[config.mk]
export PLATFORM = sky130hd
export DESIGN_NAME = psh_pi_ctrl
export DESIGN_NICKNAME = d
export VERILOG_FILES = /design/src/rtl/psh_pkg.sv /design/src/rtl/psh_limit_rom.sv /design/src/rtl/psh_pi_core.sv /design/src/rtl/psh_post_gain.sv /design/src/rtl/psh_pi_ctrl.sv
export SDC_FILE = /design/constraint.sdc
export NUM_CORES = 1
export LEC_CHECK = 0
export BUFFER_PORTS_ARGS = -buffer_cell sky130_fd_sc_hd__buf_2
export CAP_MARGIN = 5
export CORE_ASPECT_RATIO = 1.4
export CORE_MARGIN = 5
export CORE_UTILIZATION = 50
export CTS_CLUSTER_DIAMETER = 60
export CTS_CLUSTER_SIZE = 16
export DETAILED_ROUTE_END_ITERATION = 12
export HOLD_SLACK_MARGIN = 0.12
export PLACE_DENSITY = 0.66
export SLEW_MARGIN = 20
export SYNTH_ARGS = -nofsm -noshare
export SYNTH_HDL_FRONTEND = slang
export SYNTH_SLANG_ARGS = --single-unit
[constraint.sdc]
create_clock -name clk -period 38.8 [get_ports clk]
set_clock_uncertainty 0.1 [all_clocks]
set_input_delay 0 -clock clk [delete_from_list [all_inputs] [get_ports clk]]
set_output_delay 0 -clock clk [all_outputs]
set_load 0.02 [all_outputs]
[src/rtl/psh_pkg.sv]
package psh_pkg;

    typedef logic signed [63:0] wide_t;

    typedef enum logic [1:0] {
        SUM_INSIDE = 2'd0,
        SUM_ABOVE  = 2'd1,
        SUM_BELOW  = 2'd2
    } sum_zone_e;

    function automatic wide_t sat_bits(input wide_t x, input int unsigned w);
        wide_t hi;
        wide_t lo;
        hi = (64'sd1 <<< (w - 1)) - 64'sd1;
        lo = -(64'sd1 <<< (w - 1));
        if (x > hi)      return hi;
        else if (x < lo) return lo;
        else             return x;
    endfunction

    function automatic wide_t clamp_rng(input wide_t x, input wide_t lo, input wide_t hi);
        if (x > hi)      return hi;
        else if (x < lo) return lo;
        else             return x;
    endfunction

endpackage

[src/rtl/psh_limit_rom.sv]
module psh_limit_rom #(
    parameter int NPH      = 4,
    parameter int NW       = 4,
    parameter int TW       = 16,
    parameter int RF       = 12,
    parameter int CELL_MAX = 8000,
    parameter int RCW      = 16
) (
    input  logic [NW-1:0]        n_in,
    output logic [NW-1:0]        n_eff,
    output logic signed [TW-1:0] raw_lim,
    output logic [RCW-1:0]       recip
);
    localparam logic [NW-1:0] N_TOP = NW'(NPH);

    logic signed [TW-1:0] lim_tab [1:NPH];
    logic [RCW-1:0]       rc_tab  [1:NPH];

    for (genvar k = 1; k <= NPH; k++) begin : g_tab
        localparam int LIM_K = (k * CELL_MAX) / NPH;
        localparam int RC_K  = ((NPH << RF) + (k / 2)) / k;
        assign lim_tab[k] = TW'(LIM_K);
        assign rc_tab[k]  = RCW'(RC_K);
    end

    always_comb begin
        n_eff = (n_in == '0 || n_in > N_TOP) ? N_TOP : n_in;
        raw_lim = lim_tab[NPH];
        recip   = rc_tab[NPH];
        for (int k = 1; k <= NPH; k++) begin
            if (n_eff == NW'(k)) begin
                raw_lim = lim_tab[k];
                recip   = rc_tab[k];
            end
        end
    end

endmodule

[src/rtl/psh_pi_core.sv]
module psh_pi_core
    import psh_pkg::*;
#(
    parameter int VW   = 16,
    parameter int TW   = 16,
    parameter int GF   = 12,
    parameter int KP_Q = 2048,
    parameter int KI_Q = 410
) (
    input  logic                 clk,
    input  logic                 rst_n,
    input  logic                 stb,
    input  logic signed [VW-1:0] err,
    input  logic signed [TW-1:0] lim,
    output logic signed [TW-1:0] raw_next,
    output logic signed [TW-1:0] acc_q
);
    typedef struct packed {
        logic signed [TW-1:0] acc;
    } core_t;

    core_t     st_d, st_q;
    wide_t     e_w, lim_w, acc_w, p_w, inc_w, cand_w, sum_w, keep_w;
    sum_zone_e zone;

    always_comb begin
        e_w    = {{(64-VW){err[VW-1]}}, err};
        lim_w  = {{(64-TW){lim[TW-1]}}, lim};
        acc_w  = {{(64-TW){st_q.acc[TW-1]}}, st_q.acc};
        p_w    = sat_bits((e_w * wide_t'(KP_Q)) >>> GF, TW);
        inc_w  = sat_bits((e_w * wide_t'(KI_Q)) >>> GF, TW);
        cand_w = sat_bits(acc_w + inc_w, TW);
        sum_w  = sat_bits(p_w + cand_w, TW);

        if (sum_w > lim_w)        zone = SUM_ABOVE;
        else if (sum_w < 64'sd0)  zone = SUM_BELOW;
        else                      zone = SUM_INSIDE;

        if ((zone == SUM_ABOVE && inc_w > 64'sd0) ||
            (zone == SUM_BELOW && inc_w < 64'sd0))
            keep_w = acc_w;
        else
            keep_w = cand_w;

        raw_next = TW'(clamp_rng(sat_bits(p_w + keep_w, TW), 64'sd0, lim_w));

        st_d = st_q;
        if (stb) st_d.acc = TW'(keep_w);
    end

    always_ff @(posedge clk or negedge rst_n) begin
        if (!rst_n) st_q <= '0;
        else        st_q <= st_d;
    end

    assign acc_q = st_q.acc;

endmodule

[src/rtl/psh_post_gain.sv]
module psh_post_gain
    import psh_pkg::*;
#(
    parameter int TW       = 16,
    parameter int RF       = 12,
    parameter int RCW      = 16,
    parameter int CELL_MAX = 8000
) (
    input  logic signed [TW-1:0] raw,
    input  logic [RCW-1:0]       recip,
    output logic signed [TW-1:0] fin
);
    wide_t raw_w, rc_w, prod_w;

    always_comb begin
        raw_w  = {{(64-TW){raw[TW-1]}}, raw};
        rc_w   = {{(64-RCW){1'b0}}, recip};
        prod_w = sat_bits((raw_w * rc_w) >>> RF, TW);
        fin    = TW'(clamp_rng(prod_w, 64'sd0, wide_t'(CELL_MAX)));
    end

endmodule

[src/rtl/psh_pi_ctrl.sv]
module psh_pi_ctrl
    import psh_pkg::*;
#(
    parameter int  NPH      = 4,
    parameter int  VW       = 16,
    parameter int  TW       = 16,
    parameter int  GF       = 12,
    parameter int  RF       = 12,
    parameter int  KP_Q     = 2048,
    parameter int  KI_Q     = 410,
    parameter int  CELL_MAX = 8000,
    localparam int NW       = $clog2(NPH + 1) + 1
) (
    input  logic                 clk,
    input  logic                 rst_n,
    input  logic                 sample_stb,
    input  logic signed [VW-1:0] v_ref,
    input  logic signed [VW-1:0] v_meas,
    input  logic [NW-1:0]        n_active,
    output logic signed [TW-1:0] theta_raw,
    output logic signed [TW-1:0] theta_fin
);
    localparam int RCW = RF + NW + 1;

    typedef struct packed {
        logic signed [TW-1:0] raw;
        logic signed [TW-1:0] fin;
    } out_t;

    out_t                 out_d, out_q;
    logic signed [VW-1:0] err;
    logic [NW-1:0]        n_eff;
    logic signed [TW-1:0] raw_lim;
    logic [RCW-1:0]       recip;
    logic signed [TW-1:0] raw_next;
    logic signed [TW-1:0] fin_next;
    logic signed [TW-1:0] integ_q;
    wide_t                diff_w;

    always_comb begin
        diff_w = {{(64-VW){v_ref[VW-1]}}, v_ref} - {{(64-VW){v_meas[VW-1]}}, v_meas};
        err    = VW'(sat_bits(diff_w, VW));
    end

    psh_limit_rom #(
        .NPH(NPH), .NW(NW), .TW(TW), .RF(RF), .CELL_MAX(CELL_MAX), .RCW(RCW)
    ) u_rom (
        .n_in(n_active), .n_eff(n_eff), .raw_lim(raw_lim), .recip(recip)
    );

    psh_pi_core #(
        .VW(VW), .TW(TW), .GF(GF), .KP_Q(KP_Q), .KI_Q(KI_Q)
    ) u_core (
        .clk(clk), .rst_n(rst_n), .stb(sample_stb), .err(err), .lim(raw_lim),
        .raw_next(raw_next), .acc_q(integ_q)
    );

    psh_post_gain #(
        .TW(TW), .RF(RF), .RCW(RCW), .CELL_MAX(CELL_MAX)
    ) u_gain (
        .raw(raw_next), .recip(recip), .fin(fin_next)
    );

    always_comb begin
        out_d = out_q;
        if (sample_stb) begin
            out_d.raw = raw_next;
            out_d.fin = fin_next;
        end
    end

    always_ff @(posedge clk or negedge rst_n) begin
        if (!rst_n) out_q <= '0;
        else        out_q <= out_d;
    end

    assign theta_raw = out_q.raw;
    assign theta_fin = out_q.fin;

endmodule

==> impl_metrics.env, run 1 <==
export IMPL_grt_pass1_vias=22380
export IMPL_path_max_fanout=59
export IMPL_finalMaxSlewViolations=0
export IMPL_required_ps=38930
export IMPL_antenna_cells=0
export IMPL_synth_top_area_cell="ha_1"
export IMPL_end_kind="flip-flop"
export IMPL_dr_first_iter_drc_count=1344
export IMPL_grt_pass1_wl_mm=114.2
export IMPL_drc=0
export IMPL_avgSynthCellArea_um2=7.719
export IMPL_io_buffers=70
export IMPL_final_layout_size_suffix_gt1_share_pct=5.907
export IMPL_worstPathArrival_ps=36340
export IMPL_initial_core_util_pct=50.37
export IMPL_final_common_cell="inv_1"
export IMPL_die_area_mm2=0.05076
export IMPL_post_drt_wl_per_cell_um=18.97
export IMPL_clk_pin_slew_ps=80
export IMPL_ys_types=96
export IMPL_clockRootBuffer="clkbuf_16"
export IMPL_maxSlewHeadroom_pct=24.25
export IMPL_maxCapViolCount=0
export IMPL_async_reset_ff_share_pct=100.0
export IMPL_outcome="complete, no violations"
export IMPL_vias=21890
export IMPL_min_period_ps=36210
export IMPL_insertion_delay_ps=330
export IMPL_yosysWarnings=0
export IMPL_hold_viol=0
export IMPL_setup_tns_ps=0
export IMPL_clock_path_buffers=2
export IMPL_cts_buffers=5
export IMPL_min_path_type="input pin to flip-flop"
export IMPL_maxClockFrequency_ghz=0.02762
export IMPL_syn_area_mm2=0.02315
export IMPL_dp_hpwl_mm=58.83
export IMPL_globalplace_congestion=0.9690
export IMPL_ios=71
export IMPL_area_delta_synth_final_pct=5.567
export IMPL_pre_cts_slack_ps=2172
export IMPL_fp_dieW_um=191.9
export IMPL_grt_total_usage_pct=27.44
export IMPL_synthTopCellsByArea="ha_1, fa_1, inv_1"
export IMPL_crit_top_cell="fa_1"
export IMPL_setup_violations_final=0
export IMPL_cts_sinks=48
export IMPL_fin_nets=3652
export IMPL_tightest_slew_ps=1136
export IMPL_yosysTopAreaCellShare_pct=21.08
export IMPL_antenna_found_initial=0
export IMPL_h_tree_depth=2
export IMPL_synth_seq_area_share_pct=5.189
export IMPL_cts_tree="built"
export IMPL_final_cell_mix="inv_1, ha_1, a21oi_1"
export IMPL_timing_final_crit_share_pct=93.32
export IMPL_fin_cells=3664
export IMPL_cpPeakStageDelay_ps=830
export IMPL_fin_ws_ps=2590
export IMPL_drt_first_pass_iters=5
export IMPL_place_inst=3654
export IMPL_rsz0062_at_grt="no"
export IMPL_synth_cells=2999
export IMPL_routed_wl_mm=69.52
export IMPL_via_per_inst=5.975
export IMPL_drtAntennaViolNets=0
export IMPL_ys_seq_elements=48
export IMPL_synth_flop_cell="dfrtp_1"
export IMPL_core_area_mm2=0.04596
export IMPL_die_y_um=264.6
export IMPL_slowest_stage="or4_1"
export IMPL_crit_type="input pin to flip-flop"
export IMPL_grt_max_degree=61
export IMPL_nFillCells=4452
export IMPL_gr_total_overflow=0
export IMPL_cp_start_kind="input pin"
export IMPL_num_rows=93
export IMPL_synth_edf_count=0
-- through the flow --
stage / hold slack, ps / cell area, um2 / util [%]
finish: 226.4 / 24440 / 53.17
global route: 295.3 / 24440 / 53.17
CTS: 199.8 / 24420 / 53.14
detailed placement: 81.68 / 24210 / 52.67
global placement: 72.15 / 24200 / 52.66
floorplan: -395.6 / 23370 / -
-- cells by family (layout without fill, tap and decap cells) --
group                      after synthesis  after routing  share of synthesized area (%)
and+or+nand+nor                        784            784                          16.94
buffers and inverters                  523            511                          8.626
AOI/OAI and AO/OA                      835            835                          23.14
xor gates and xnor gates               181            181                          6.880
muxes                                   57             57                          2.713
DFF                                     48             48                          5.189
other                                    2             62                        0.03244
adders and majority gates              569            569                          36.47
-- path summary, 6_finish.rpt --
check                                start         endpoint  slack, ps  cells past startpoint
setup / recovery                  v_ref[0]     theta_fin[1]       2590                    137
hold / removal                 n_active[0]     theta_raw[4]        230                      5
setup reg to reg           u_core.acc_q[5]     theta_fin[1]       9760                    107
hold reg to reg              theta_raw[14]    theta_raw[14]        400                      1
max in group asynchronous            rst_n  u_core.acc_q[3]      37860                      3
min in group asynchronous            rst_n     theta_fin[5]        250                      3
-- registers in the layout (all words and copies together), names as in the netlist --
signal,count
theta_fin,16
theta_raw,16
u_core.acc_q,16
-- synth_stat cells, types with 10 or more instances --
master and number:
nor3_1 50, mux2_2 39, nor2b_1 35, inv_1 412
nand2b_1 45, nor4_1 36, xnor2_1 126, a41oi_1 11
dfrtp_1 48, nand4_1 63, and3_1 24, o21a_1 23
ha_1 390, nand3_1 48, a211oi_1 28, a31oi_1 29
or3_1 19, o211ai_1 18, buf_2 12, nand2_1 191
mux2i_1 11, o31ai_1 42, nor2_1 200, o21bai_1 28
a21o_1 122, fa_1 177, o21ai_0 145, a21oi_1 261
clkbuf_1 88, o22ai_1 19, o21ai_1 10, xor2_1 54
-- layer usage --
metal  global-route usage, %  wire length, um
met5                       0                0
met4                   16.24             5050
met3                   1.989             2496
met2                   49.29            34970
met1                   31.65            27000
-- layout make-up --
type / count / area [um2] / area share (%)
Inverter: 412 / 1546 / 6.328
Clock buffer: 5 / 125.1 / 0.5120
Tap cell: 617 / 772.0 / 3.159
Multi-Input combinational cell: 2488 / 20210 / 82.71
Clock inverter: 3 / 68.82 / 0.2816
Timing Repair Buffer: 91 / 513.0 / 2.099
Sequential cell: 48 / 1201 / 4.915
-- worst max-delay path: cells and delay by family --
family,cells,cell delay (ps)
adder cells (fa/ha/maj),23,9390
multiplexers,2,900
buffers and inverters,13,1650
AO/OA/AOI/OAI,50,12430
XOR/XNOR,4,1170
AND/OR/NAND/NOR,45,10690
-- what timing repair did --
item | in CTS | in global routing
endpoints found under the hold margin | 56 | 0
resized for setup | 0 | 3
endpoints found under the setup margin | 0 | 12
buffers inserted | 0 | 0
hold buffers | 2 | 0
Power of run 1 is left out: the tool's default activity adds up to more than one toggle a clock period on the data nets, which glitch-free logic cannot reach.
==> run 2, diff against run 1 <==
--- a/config.mk
+++ b/config.mk
@@ -7,14 +7,16 @@
 export LEC_CHECK = 0
 export BUFFER_PORTS_ARGS = -buffer_cell sky130_fd_sc_hd__buf_2
 export CAP_MARGIN = 5
+export CELL_PAD_IN_SITES_DETAIL_PLACEMENT = 0
+export CELL_PAD_IN_SITES_GLOBAL_PLACEMENT = 1
 export CORE_ASPECT_RATIO = 1.4
-export CORE_MARGIN = 5
+export CORE_MARGIN = 2
 export CORE_UTILIZATION = 50
 export CTS_CLUSTER_DIAMETER = 60
 export CTS_CLUSTER_SIZE = 16
 export DETAILED_ROUTE_END_ITERATION = 12
 export HOLD_SLACK_MARGIN = 0.12
-export PLACE_DENSITY = 0.66
+export PLACE_DENSITY_LB_ADDON = 0.1
 export SLEW_MARGIN = 20
 export SYNTH_ARGS = -nofsm -noshare
 export SYNTH_HDL_FRONTEND = slang
==> impl_metrics.env, run 2 (synthesis results as in run 1) <==
export IMPL_die_y_um=258.6
export IMPL_core_area_mm2=0.04585
export IMPL_grt_pass1_vias=22340
export IMPL_cts_buffers=5
export IMPL_worstSetupStartpoint="v_ref[0]"
export IMPL_antenna_found_initial=0
export IMPL_fp_dieW_um=185.9
export IMPL_drc=0
export IMPL_vias=21730
export IMPL_worstPathArrival_ps=36360
export IMPL_drtAntennaViolNets=0
export IMPL_cts_setup_buffers=0
export IMPL_grt_max_degree=75
export IMPL_clockRootBuffer="clkbuf_16"
export IMPL_min_path_type="input pin to asynchronous set/reset pin"
export IMPL_cts_tree="built"
export IMPL_globalplace_congestion=0.9636
export IMPL_post_drt_wl_per_cell_um=19.41
export IMPL_critPathCapture="theta_fin[4]"
export IMPL_dr_first_iter_drc_count=1249
export IMPL_maxClockFrequency_ghz=0.02760
export IMPL_path_max_fanout=74
export IMPL_finalMaxSlewViolations=0
export IMPL_via_per_inst=5.932
export IMPL_cts_sinks=48
export IMPL_crit_type="input pin to flip-flop"
export IMPL_slowest_stage="o31ai_1"
export IMPL_dp_hpwl_mm=59.93
export IMPL_timing_final_crit_share_pct=93.38
export IMPL_final_cell_mix="inv_1, ha_1, a21oi_1"
export IMPL_reg2reg_from="u_core.acc_q[3]"
export IMPL_rr_endpoint="theta_fin[4]"
export IMPL_grt_total_usage_pct=30.10
export IMPL_fin_nets=3651
export IMPL_tightest_slew_ps=1173
export IMPL_hold_viol=0
export IMPL_maxSlewHeadroom_pct=21.81
export IMPL_outcome="complete, no violations"
export IMPL_num_rows=93
export IMPL_antenna_cells=0
export IMPL_clk_pin_slew_ps=80
export IMPL_cpPeakStageDelay_ps=810
export IMPL_ios=71
export IMPL_final_common_cell="inv_1"
export IMPL_clock_path_buffers=2
export IMPL_required_ps=38930
export IMPL_h_tree_depth=2
export IMPL_setup_violations_final=0
export IMPL_final_layout_size_suffix_gt1_share_pct=5.877
export IMPL_routed_wl_mm=71.09
export IMPL_end_kind="flip-flop"
export IMPL_drt_first_pass_iters=5
export IMPL_initial_core_util_pct=50.49
export IMPL_r2r_worst_path_cells=107
export IMPL_r2r_setup_slack_ps=9680
export IMPL_gr_total_overflow=0
export IMPL_area_delta_synth_final_pct=5.513
export IMPL_io_buffers=70
export IMPL_die_area_mm2=0.04806
export IMPL_cp_start_kind="input pin"
export IMPL_grt_pass1_wl_mm=115.2
export IMPL_insertion_delay_ps=320
export IMPL_setup_tns_ps=0
export IMPL_min_period_ps=36230
export IMPL_maxCapViolCount=0
export IMPL_rsz0062_at_grt="no"
==> run 2: layout make-up <==
| cell class | count | area, um2 |
|---|---|---|
| clock inverters | 3 | 68.82 |
| inverters | 412 | 1546 |
| clock buffers | 5 | 125.1 |
| well taps | 617 | 772.0 |
| multi-input cells | 2488 | 20210 |
| flip-flops and latches | 48 | 1201 |
| repair buffers | 90 | 503.0 |
| fillers | 4664 | 21420 |
==> run 2: per-stage QoR <==
| step | std cells | setup slack, ps | utilization (%) | instance area, um2 | hold slack [ps] |
|---|---|---|---|---|---|
| after floorplan | 3059 | 7667 | - | 23370 | -395.6 |
| after global placement | 3654 | 2827 | 52.79 | 24200 | 58.29 |
| after detailed placement | 3654 | 2393 | 52.81 | 24210 | 76.36 |
| after CTS | 3663 | 2513 | 53.25 | 24410 | 211.2 |
| after global routing | 3663 | 171.7 | 53.28 | 24430 | 302.0 |
| final | 3663 | 2568 | 53.28 | 24430 | 238.3 |
==> run 2: how the worst min path moves through the flow <==
stage                start            end  slack (ps)  depth (start not counted)
6_report             rst_n   theta_fin[1]         240                          3
5_1_grt         sample_stb  theta_raw[15]         300                          3
4_1_cts        n_active[0]   theta_raw[4]         210                          5
3_5_place_dp         rst_n   theta_fin[8]          80                          2
3_3_place_gp         rst_n   theta_fin[9]          60                          2
2_1_floorplan        rst_n   theta_fin[0]        -400                          0
==> run 2: layer usage <==
layer,track usage [%],up-vias,routed length [um]
met2,56.37,478,36920
met3,1.841,151,1863
met5,0,-,0
met4,15.05,0,4135
met1,34.07,10490,28170
li1,-,10610,-
==> run 2: timing repair <==
action                                  in CTS  in global routing
endpoints found under the setup margin       0                  7
hold buffers                                 1                  0
resized for setup                            0                  3
hold endpoints to repair                    48                  0
==> run 2: worst max-delay path, delay by kind of cell <==
kind	cells	cell delay, ps
adders and majority gates	22	9440
buffers and inverters	13	1480
muxes	2	880
xor gates and xnor gates	4	970
AOI/OAI and AO/OA	51	12470
and+or+nand+nor	44	10960
Power of run 2 is left out for the same reason.
